===== config.mk =====
export PLATFORM = sky130hd
export DESIGN_NAME = mesh_walk
export DESIGN_NICKNAME = d
export VERILOG_FILES = /design/src/rtl/mw_pkg.sv /design/src/rtl/mw_regs.sv /design/src/rtl/mw_seq.sv /design/src/rtl/mw_addr.sv /design/src/rtl/mesh_walk.sv
export SDC_FILE = /design/constraint.sdc
export NUM_CORES = 1
export LEC_CHECK = 0
export BUFFER_PORTS_ARGS = -buffer_cell sky130_fd_sc_hd__buf_2
export CAP_MARGIN = 20
export CORE_ASPECT_RATIO = 0.7
export CORE_MARGIN = 3
export CORE_UTILIZATION = 29
export DETAILED_ROUTE_END_ITERATION = 16
export PLACE_DENSITY = 0.44
export SLEW_MARGIN = 10
export SYNTH_ARGS = -nofsm -noshare
export SYNTH_HDL_FRONTEND = slang
export SYNTH_HIERARCHICAL = 1
export SYNTH_SLANG_ARGS = --single-unit

===== constraint.sdc =====
create_clock -name clk -period 10.2 [get_ports clk]
set_clock_uncertainty 0.05 [all_clocks]
set_input_delay 0.51 -clock clk [delete_from_list [all_inputs] [get_ports clk]]
set_output_delay 0.51 -clock clk [all_outputs]
set_load 0.03 [all_outputs]

===== src/rtl/mw_pkg.sv =====
package mw_pkg;

    localparam int WORD_W = 32;

    localparam int IDX_CTRL    = 0;
    localparam int IDX_BASE    = 1;
    localparam int IDX_COLLAST = 2;
    localparam int IDX_ROWLAST = 3;
    localparam int IDX_VCOUNT  = 4;
    localparam int IDX_LASTOUT = 5;

    typedef enum logic [3:0] {
        WS_IDLE,
        WS_LOAD_COL,
        WS_LOAD_ROW,
        WS_KICK,
        WS_RUN,
        WS_BEAT0,
        WS_BEAT1,
        WS_ADVANCE,
        WS_FINISH
    } walk_state_e;

    typedef struct packed {
        logic [WORD_W-1:0] first;
        logic [WORD_W-1:0] second;
    } vec_pair_t;

    function automatic logic [WORD_W-1:0] to_big_endian(input logic [WORD_W-1:0] w);
        logic [WORD_W-1:0] r;
        for (int i = 0; i < WORD_W/8; i++) begin
            r[8*i +: 8] = w[WORD_W-8-8*i +: 8];
        end
        return r;
    endfunction

endpackage


===== src/rtl/mw_regs.sv =====
module mw_regs
    import mw_pkg::*;
#(
    parameter int AW = 3,
    parameter int CW = 16
) (
    input  logic              clk,
    input  logic              rst,
    input  logic              wr_en,
    input  logic [AW-1:0]     addr,
    input  logic [WORD_W-1:0] wdata,
    output logic [WORD_W-1:0] rdata,
    input  logic              busy,
    input  logic              finish,
    input  logic [WORD_W-1:0] vcount_val,
    input  logic              out_done,
    input  logic [WORD_W-1:0] out_addr,
    output logic              start_req,
    output logic [WORD_W-1:0] base,
    output logic [CW-1:0]     col_last,
    output logic [CW-1:0]     row_last
);

    logic [WORD_W-1:0] vcount_q;
    logic [WORD_W-1:0] lastout_q;

    assign start_req = wr_en && (addr == AW'(IDX_CTRL)) && wdata[0];

    always_ff @(posedge clk) begin
        if (rst) begin
            base      <= '0;
            col_last  <= '0;
            row_last  <= '0;
            vcount_q  <= '0;
            lastout_q <= '0;
        end else begin
            if (wr_en) begin
                case (addr)
                    AW'(IDX_BASE):    base     <= wdata;
                    AW'(IDX_COLLAST): col_last <= wdata[CW-1:0];
                    AW'(IDX_ROWLAST): row_last <= wdata[CW-1:0];
                    default: ;
                endcase
            end
            if (finish)   vcount_q  <= vcount_val;
            if (out_done) lastout_q <= out_addr;
        end
    end

    always_comb begin
        rdata = '0;
        case (addr)
            AW'(IDX_CTRL):    rdata = {{(WORD_W-1){1'b0}}, busy};
            AW'(IDX_BASE):    rdata = base;
            AW'(IDX_COLLAST): rdata = WORD_W'(col_last);
            AW'(IDX_ROWLAST): rdata = WORD_W'(row_last);
            AW'(IDX_VCOUNT):  rdata = vcount_q;
            AW'(IDX_LASTOUT): rdata = lastout_q;
            default:          rdata = '0;
        endcase
    end

endmodule


===== src/rtl/mw_seq.sv =====
module mw_seq
    import mw_pkg::*;
#(
    parameter int CW        = 16,
    parameter int MAX_STEPS = 2048
) (
    input  logic              clk,
    input  logic              rst,
    input  logic              start_req,
    input  logic [CW-1:0]     col_last,
    input  logic [CW-1:0]     row_last,
    input  logic              prog_step,
    input  logic              prog_vec,
    input  logic [WORD_W-1:0] vec_a,
    input  logic [WORD_W-1:0] vec_b,
    input  logic              dma_ready,
    output logic              busy,
    output logic [CW-1:0]     cur_col,
    output logic [CW-1:0]     cur_row,
    output logic              gpr_we,
    output logic              gpr_idx,
    output logic [WORD_W-1:0] gpr_wdata,
    output logic              prog_go,
    output logic              dma_valid,
    output logic              second_beat,
    output vec_pair_t         words,
    output logic              out_done,
    output logic              finish,
    output logic [WORD_W-1:0] vcount_val
);

    localparam int SW = $clog2(MAX_STEPS + 1);

    walk_state_e state_q;
    logic [SW-1:0] steps_q;
    logic [WORD_W-1:0] col_n, row_n;

    always_ff @(posedge clk) begin
        if (rst) begin
            state_q <= WS_IDLE;
            cur_col <= '0;
            cur_row <= '0;
            steps_q <= '0;
            words   <= '0;
        end else begin
            case (state_q)
                WS_IDLE: if (start_req) begin
                    cur_col <= '0;
                    cur_row <= '0;
                    state_q <= WS_LOAD_COL;
                end
                WS_LOAD_COL: state_q <= WS_LOAD_ROW;
                WS_LOAD_ROW: state_q <= WS_KICK;
                WS_KICK: begin
                    steps_q <= '0;
                    state_q <= WS_RUN;
                end
                WS_RUN: begin
                    if (prog_vec) begin
                        words.first  <= vec_a;
                        words.second <= vec_b;
                        state_q      <= WS_BEAT0;
                    end else if (prog_step) begin
                        if (steps_q == SW'(MAX_STEPS - 1)) state_q <= WS_ADVANCE;
                        else steps_q <= steps_q + 1'b1;
                    end
                end
                WS_BEAT0: if (dma_ready) state_q <= WS_BEAT1;
                WS_BEAT1: if (dma_ready) state_q <= WS_ADVANCE;
                WS_ADVANCE: begin
                    if (cur_col == col_last) begin
                        cur_col <= '0;
                        if (cur_row == row_last) begin
                            state_q <= WS_FINISH;
                        end else begin
                            cur_row <= cur_row + 1'b1;
                            state_q <= WS_LOAD_COL;
                        end
                    end else begin
                        cur_col <= cur_col + 1'b1;
                        state_q <= WS_LOAD_COL;
                    end
                end
                WS_FINISH: state_q <= WS_IDLE;
                default:   state_q <= WS_IDLE;
            endcase
        end
    end

    always_comb begin
        busy        = (state_q != WS_IDLE);
        gpr_we      = (state_q == WS_LOAD_COL) || (state_q == WS_LOAD_ROW);
        gpr_idx     = (state_q == WS_LOAD_ROW);
        gpr_wdata   = gpr_idx ? WORD_W'(cur_row) : WORD_W'(cur_col);
        prog_go     = (state_q == WS_KICK);
        dma_valid   = (state_q == WS_BEAT0) || (state_q == WS_BEAT1);
        second_beat = (state_q == WS_BEAT1);
        out_done    = (state_q == WS_BEAT1) && dma_ready;
        finish      = (state_q == WS_FINISH);
        col_n       = WORD_W'(col_last) + WORD_W'(1);
        row_n       = WORD_W'(row_last) + WORD_W'(1);
        vcount_val  = col_n * row_n;
    end

endmodule


===== src/rtl/mw_addr.sv =====
module mw_addr
    import mw_pkg::*;
#(
    parameter int CW     = 16,
    parameter int STRIDE = 128
) (
    input  logic [WORD_W-1:0] base,
    input  logic [CW-1:0]     cur_col,
    input  logic [CW-1:0]     cur_row,
    input  logic              second_beat,
    input  vec_pair_t         words,
    output logic [WORD_W-1:0] dma_addr,
    output logic [WORD_W-1:0] dma_data
);

    localparam int BYTES_PER_POINT = 2 * (WORD_W / 8);

    logic [WORD_W-1:0] linear;
    logic [WORD_W-1:0] point_addr;

    always_comb begin
        linear     = WORD_W'(cur_row) * WORD_W'(STRIDE) + WORD_W'(cur_col);
        point_addr = base + linear * WORD_W'(BYTES_PER_POINT);
        dma_addr   = second_beat ? point_addr + WORD_W'(WORD_W / 8) : point_addr;
        dma_data   = second_beat ? to_big_endian(words.second) : to_big_endian(words.first);
    end

endmodule


===== src/rtl/mesh_walk.sv =====
module mesh_walk
    import mw_pkg::*;
#(
    parameter int AW        = 3,
    parameter int CW        = 16,
    parameter int STRIDE    = 128,
    parameter int MAX_STEPS = 2048
) (
    input  logic              clk,
    input  logic              rst,
    input  logic              reg_wr,
    input  logic [AW-1:0]     reg_addr,
    input  logic [WORD_W-1:0] reg_wdata,
    output logic [WORD_W-1:0] reg_rdata,
    output logic              gpr_we,
    output logic              gpr_idx,
    output logic [WORD_W-1:0] gpr_wdata,
    output logic              prog_go,
    input  logic              prog_step,
    input  logic              prog_vec,
    input  logic [WORD_W-1:0] vec_a,
    input  logic [WORD_W-1:0] vec_b,
    output logic              dma_valid,
    input  logic              dma_ready,
    output logic [WORD_W-1:0] dma_addr,
    output logic [WORD_W-1:0] dma_data,
    output logic              irq
);

    logic              busy, start_req, finish, out_done, second_beat;
    logic [WORD_W-1:0] base, vcount_val;
    logic [CW-1:0]     col_last, row_last, cur_col, cur_row;
    vec_pair_t         words;

    mw_regs #(.AW(AW), .CW(CW)) u_regs (
        .clk(clk), .rst(rst), .wr_en(reg_wr), .addr(reg_addr), .wdata(reg_wdata),
        .rdata(reg_rdata), .busy(busy), .finish(finish), .vcount_val(vcount_val),
        .out_done(out_done), .out_addr(dma_addr), .start_req(start_req),
        .base(base), .col_last(col_last), .row_last(row_last)
    );

    mw_seq #(.CW(CW), .MAX_STEPS(MAX_STEPS)) u_seq (
        .clk(clk), .rst(rst), .start_req(start_req), .col_last(col_last),
        .row_last(row_last), .prog_step(prog_step), .prog_vec(prog_vec),
        .vec_a(vec_a), .vec_b(vec_b), .dma_ready(dma_ready), .busy(busy),
        .cur_col(cur_col), .cur_row(cur_row), .gpr_we(gpr_we), .gpr_idx(gpr_idx),
        .gpr_wdata(gpr_wdata), .prog_go(prog_go), .dma_valid(dma_valid),
        .second_beat(second_beat), .words(words), .out_done(out_done),
        .finish(finish), .vcount_val(vcount_val)
    );

    mw_addr #(.CW(CW), .STRIDE(STRIDE)) u_addr (
        .base(base), .cur_col(cur_col), .cur_row(cur_row), .second_beat(second_beat),
        .words(words), .dma_addr(dma_addr), .dma_data(dma_data)
    );

    assign irq = finish;

endmodule


==> impl_metrics.yaml <==
run_status:
  status: "completed"
layout:
  multiInputGateArea_sq_um: 17300
  seq_area_sq_um: 4800
  syn2layout_area_growth_pct: 12.1
  drive_above_1_share_pct: 16.3
  fin_nets: 3523
  num-fill-cells: 8803
yosys:
  synth-seq-area-share_pct: 20.0
  synth_area_sq_um: 24100
  yosys_warnings: 6
  synth_cell_types: 96
  synth_cells: 2898
  synth-seq-cells: 240
  synth-async-reset-ratio_pct: 0
  dominantRegCellSynth: "dfxtp_1"
  synth_area_per_cell_sq_um: 8.31
  synth_edf_count: 0
cts:
  cts_tree: "built"
  clk_path_buf_depth: 3
  cts.sinks: 240
  postCtsSetupBuffers: 0
  hold_buffers: 0
  cts.clk_slew.worst_paths_ps: 70
  cts_buffers: 26
  clockRootBuffer: "clkbuf_16"
  cts_resized: 0
  insertion_delay_ps: 590
  cts_max_level: 1
sta:
  period_share_pct: 86.1
  finalWorstSetupSlack_ps: 1420
  final-hold-violation-count: 0
  fmax_mhz: 114
  final-max-slew-violation-count: 0
  period_minus_slack_ps: 8780
  slew_headroom_pct: 21.5
  rsz0062_at_grt: "false"
  finalSetupViolCount: 0
  setup-tns-final_ps: 0
  worst_pin_slew_ps: 1170
detailed_routing:
  viasPerCell: 4.95
  drt_pass1_iterations: 5
  drt_iter0_markers: 1794
  drt-wirelength-per-cell_um: 21.4
  routed_wirelength_um: 88500
  route.vias.total: 20500
  drc: 0
  ant_nets: 0
floorplan:
  start_util_pct: 29.6
  pin_count: 238
  rows: 87
  chipWidth_um: 350
  core_sq_um: 81400
  die-area_sq_um: 86600
  die_h_um: 247
critical_path:
  cp-start-kind: "flip-flop"
  r2r-end: "u_regs/vcount_q[30]"
  reg2reg_depth: 25
  critPathRequiredTime_ps: 10600
  reg2reg_from: "u_regs/row_last[0]"
  crit_arrival_ps: 9180
  endpoint_kind: "flip-flop"
  crit_fanout: 12
  reg2reg_slack_ps: 1420
  path_class: "reg2reg"
place:
  gp_congestion: 0.891
  dp_hpwl_um: 71400
  place.port_buffers: 221
  dpl_worst_slack_ps: 1590
pwr:
  pwr-share-seq_pct: 45.0
  power.total_w: 0.00212
  power.leakage_nw: 11.9
  internal_power_w: 0.00153
  clock_power_share_pct: 45.4
  netSwitchingFraction_pct: 27.8
  power_density_nw_per_um2: 78.5
  netSwitchingPower_w: 0.000589
  peakVddDrop_uv: 98.6
  pwr-share-comb_pct: 9.6
min_path:
  holdPathStages: 3
  worstHoldStart: "reg_wdata[26]"
  whs_endpoint: "u_regs/base[26]"
  hp-class: "in2reg"
grt:
  grt_pass1_wl_um: 132000
  grt_max_degree: 84
  grt_antenna_before_repair: 6
  grt_util_all_layers_pct: 20.2
  overflow: 0
  grt_pass1_vias: 19600
flow_run:
  drv_cap: 0
-- power groups by stage --
stage | Combinational (W) | Sequential, W | Clock (W)
floorplan | 0.000126 | 0.000969 | 0
global placement | 0.000201 | 0.000976 | 0
detailed placement | 0.000200 | 0.000976 | 0
CTS | 0.000201 | 0.000954 | 0.000993
global route | 0.000218 | 0.000955 | 0.00104
finish | 0.000203 | 0.000955 | 0.000963
-- through the flow --
| stage | cell area (sq um) | instances | hold slack [ps] | util [%] |
|---|---|---|---|---|
| detailed placement | 26200 | 4095 | 393 | 32.1 |
| global route | 27000 | 4139 | 80.9 | 33.2 |
| CTS | 27000 | 4139 | 73.4 | 33.2 |
| finish | 27000 | 4143 | 103 | 33.2 |
| global placement | 26200 | 4093 | 393 | 32.1 |
| floorplan | 24100 | 2913 | 383 | - |
-- cells by family after synthesis --
| kind of cell | share of synthesized area, % |
|---|---|
| adders and majority gates | 25.9 |
| xor gates and xnor gates | 6.96 |
| buffers and inverters | 8.47 |
| other | 0.0156 |
| and+or+nand+nor | 20.3 |
| muxes | 7.24 |
| AOI/OAI and AO/OA | 11.2 |
| DFF | 20.0 |
-- flip-flops by register name, summed over array words and instances (netlist names), 16 cells and up --
name,cells
u_seq/cur_col,16
u_regs/lastout_q,32
u_regs/vcount_q,32
u_regs/base,32
u_seq/words,64
u_seq/cur_row,16
u_regs/col_last,16
u_regs/row_last,16
-- per-layer routing --
metal  track usage (%)  up-vias  part of all wire, %
met5                 0        -                0.015
met4              2.14        2                  1.2
met3              4.62       57                  9.1
met2              26.8      690                   38
met1              32.9     9995                   52
li1                  -     9756                    -
-- worst max-delay path by stage --
stage,startpoint,to,slack [ps]
after CTS,u_regs/col_last[1],u_regs/vcount_q[30],1570
after floorplan,u_regs/col_last[0],u_regs/vcount_q[29],2940
final,u_regs/row_last[0],u_regs/vcount_q[30],1420
after detailed placement,u_regs/col_last[1],u_regs/vcount_q[30],1590
after global routing,u_regs/col_last[1],u_regs/vcount_q[30],1070
after global placement,u_regs/col_last[1],u_regs/vcount_q[28],1680
-- placed cells by master, fill, tap and decap left out, drive strengths merged, types with 44 or more instances in the layout --
cell,Yosys,routed
dfxtp,240,240
o21ai,65,65
xnor2,129,129
nand3,44,44
ha,138,138
nand2,477,477
buf,79,273
fa,225,225
a21oi,215,215
nor2,271,271
mux2,79,79
mux2i,83,83
inv,313,314
xor2,58,58
-- worst max-delay path: stages (launching register included) --
cell and delay, ps:
dfxtp_1 620, ha_1 410, nand3_1 180, xnor2_1 840
buf_4 310, nand2_1 90, fa_1 570, fa_1 450
fa_1 490, fa_1 490, inv_1 60, fa_1 530
inv_1 50, fa_1 530, inv_1 40, ha_1 350
and3_1 220, nand2_1 70, a21oi_1 90, o31ai_1 860
a311oi_1 390, a21o_1 300, o41ai_1 330, xnor2_1 110
mux2i_1 140, nor2_1 60
-- layout make-up --
| class | instances | area share [%] |
|---|---|---|
| Sequential cell | 240 | 17.8 |
| Clock buffer | 34 | 2.71 |
| Tap cell | 1068 | 4.95 |
| Clock inverter | 10 | 0.352 |
| Multi-Input combinational cell | 2200 | 64.2 |
| Timing Repair Buffer | 274 | 5.60 |
| Antenna cell | 4 | 0.0371 |
| Inverter | 313 | 4.35 |
-- synthesized netlist by cell type (12+ instances only) --
library cell    n  area (sq um)
a21o_1         23           173
a21oi_1       184           921
a21oi_2        31           272
a22oi_1        33           248
and2_1         27           169
and3_1         32           200
buf_2          30           150
buf_4          23           173
buf_6          12           135
clkbuf_1       79           297
dfxtp_1       240          4800
fa_1          225          4500
ha_1          138          1730
inv_1         313          1170
mux2_2         76           856
mux2i_1        83           831
nand2_1       444          1670
nand2_2        33           206
nand2b_1       36           225
nand3_1        43           215
nand4_1        39           244
nor2_1        271          1020
nor2b_1        19           119
nor3_1         22           110
o21ai_0        57           285
o22ai_1        15          93.8
or3_1          17           106
xnor2_1       128          1120
xor2_1         57           499
(Power assumes the default switching activity.)
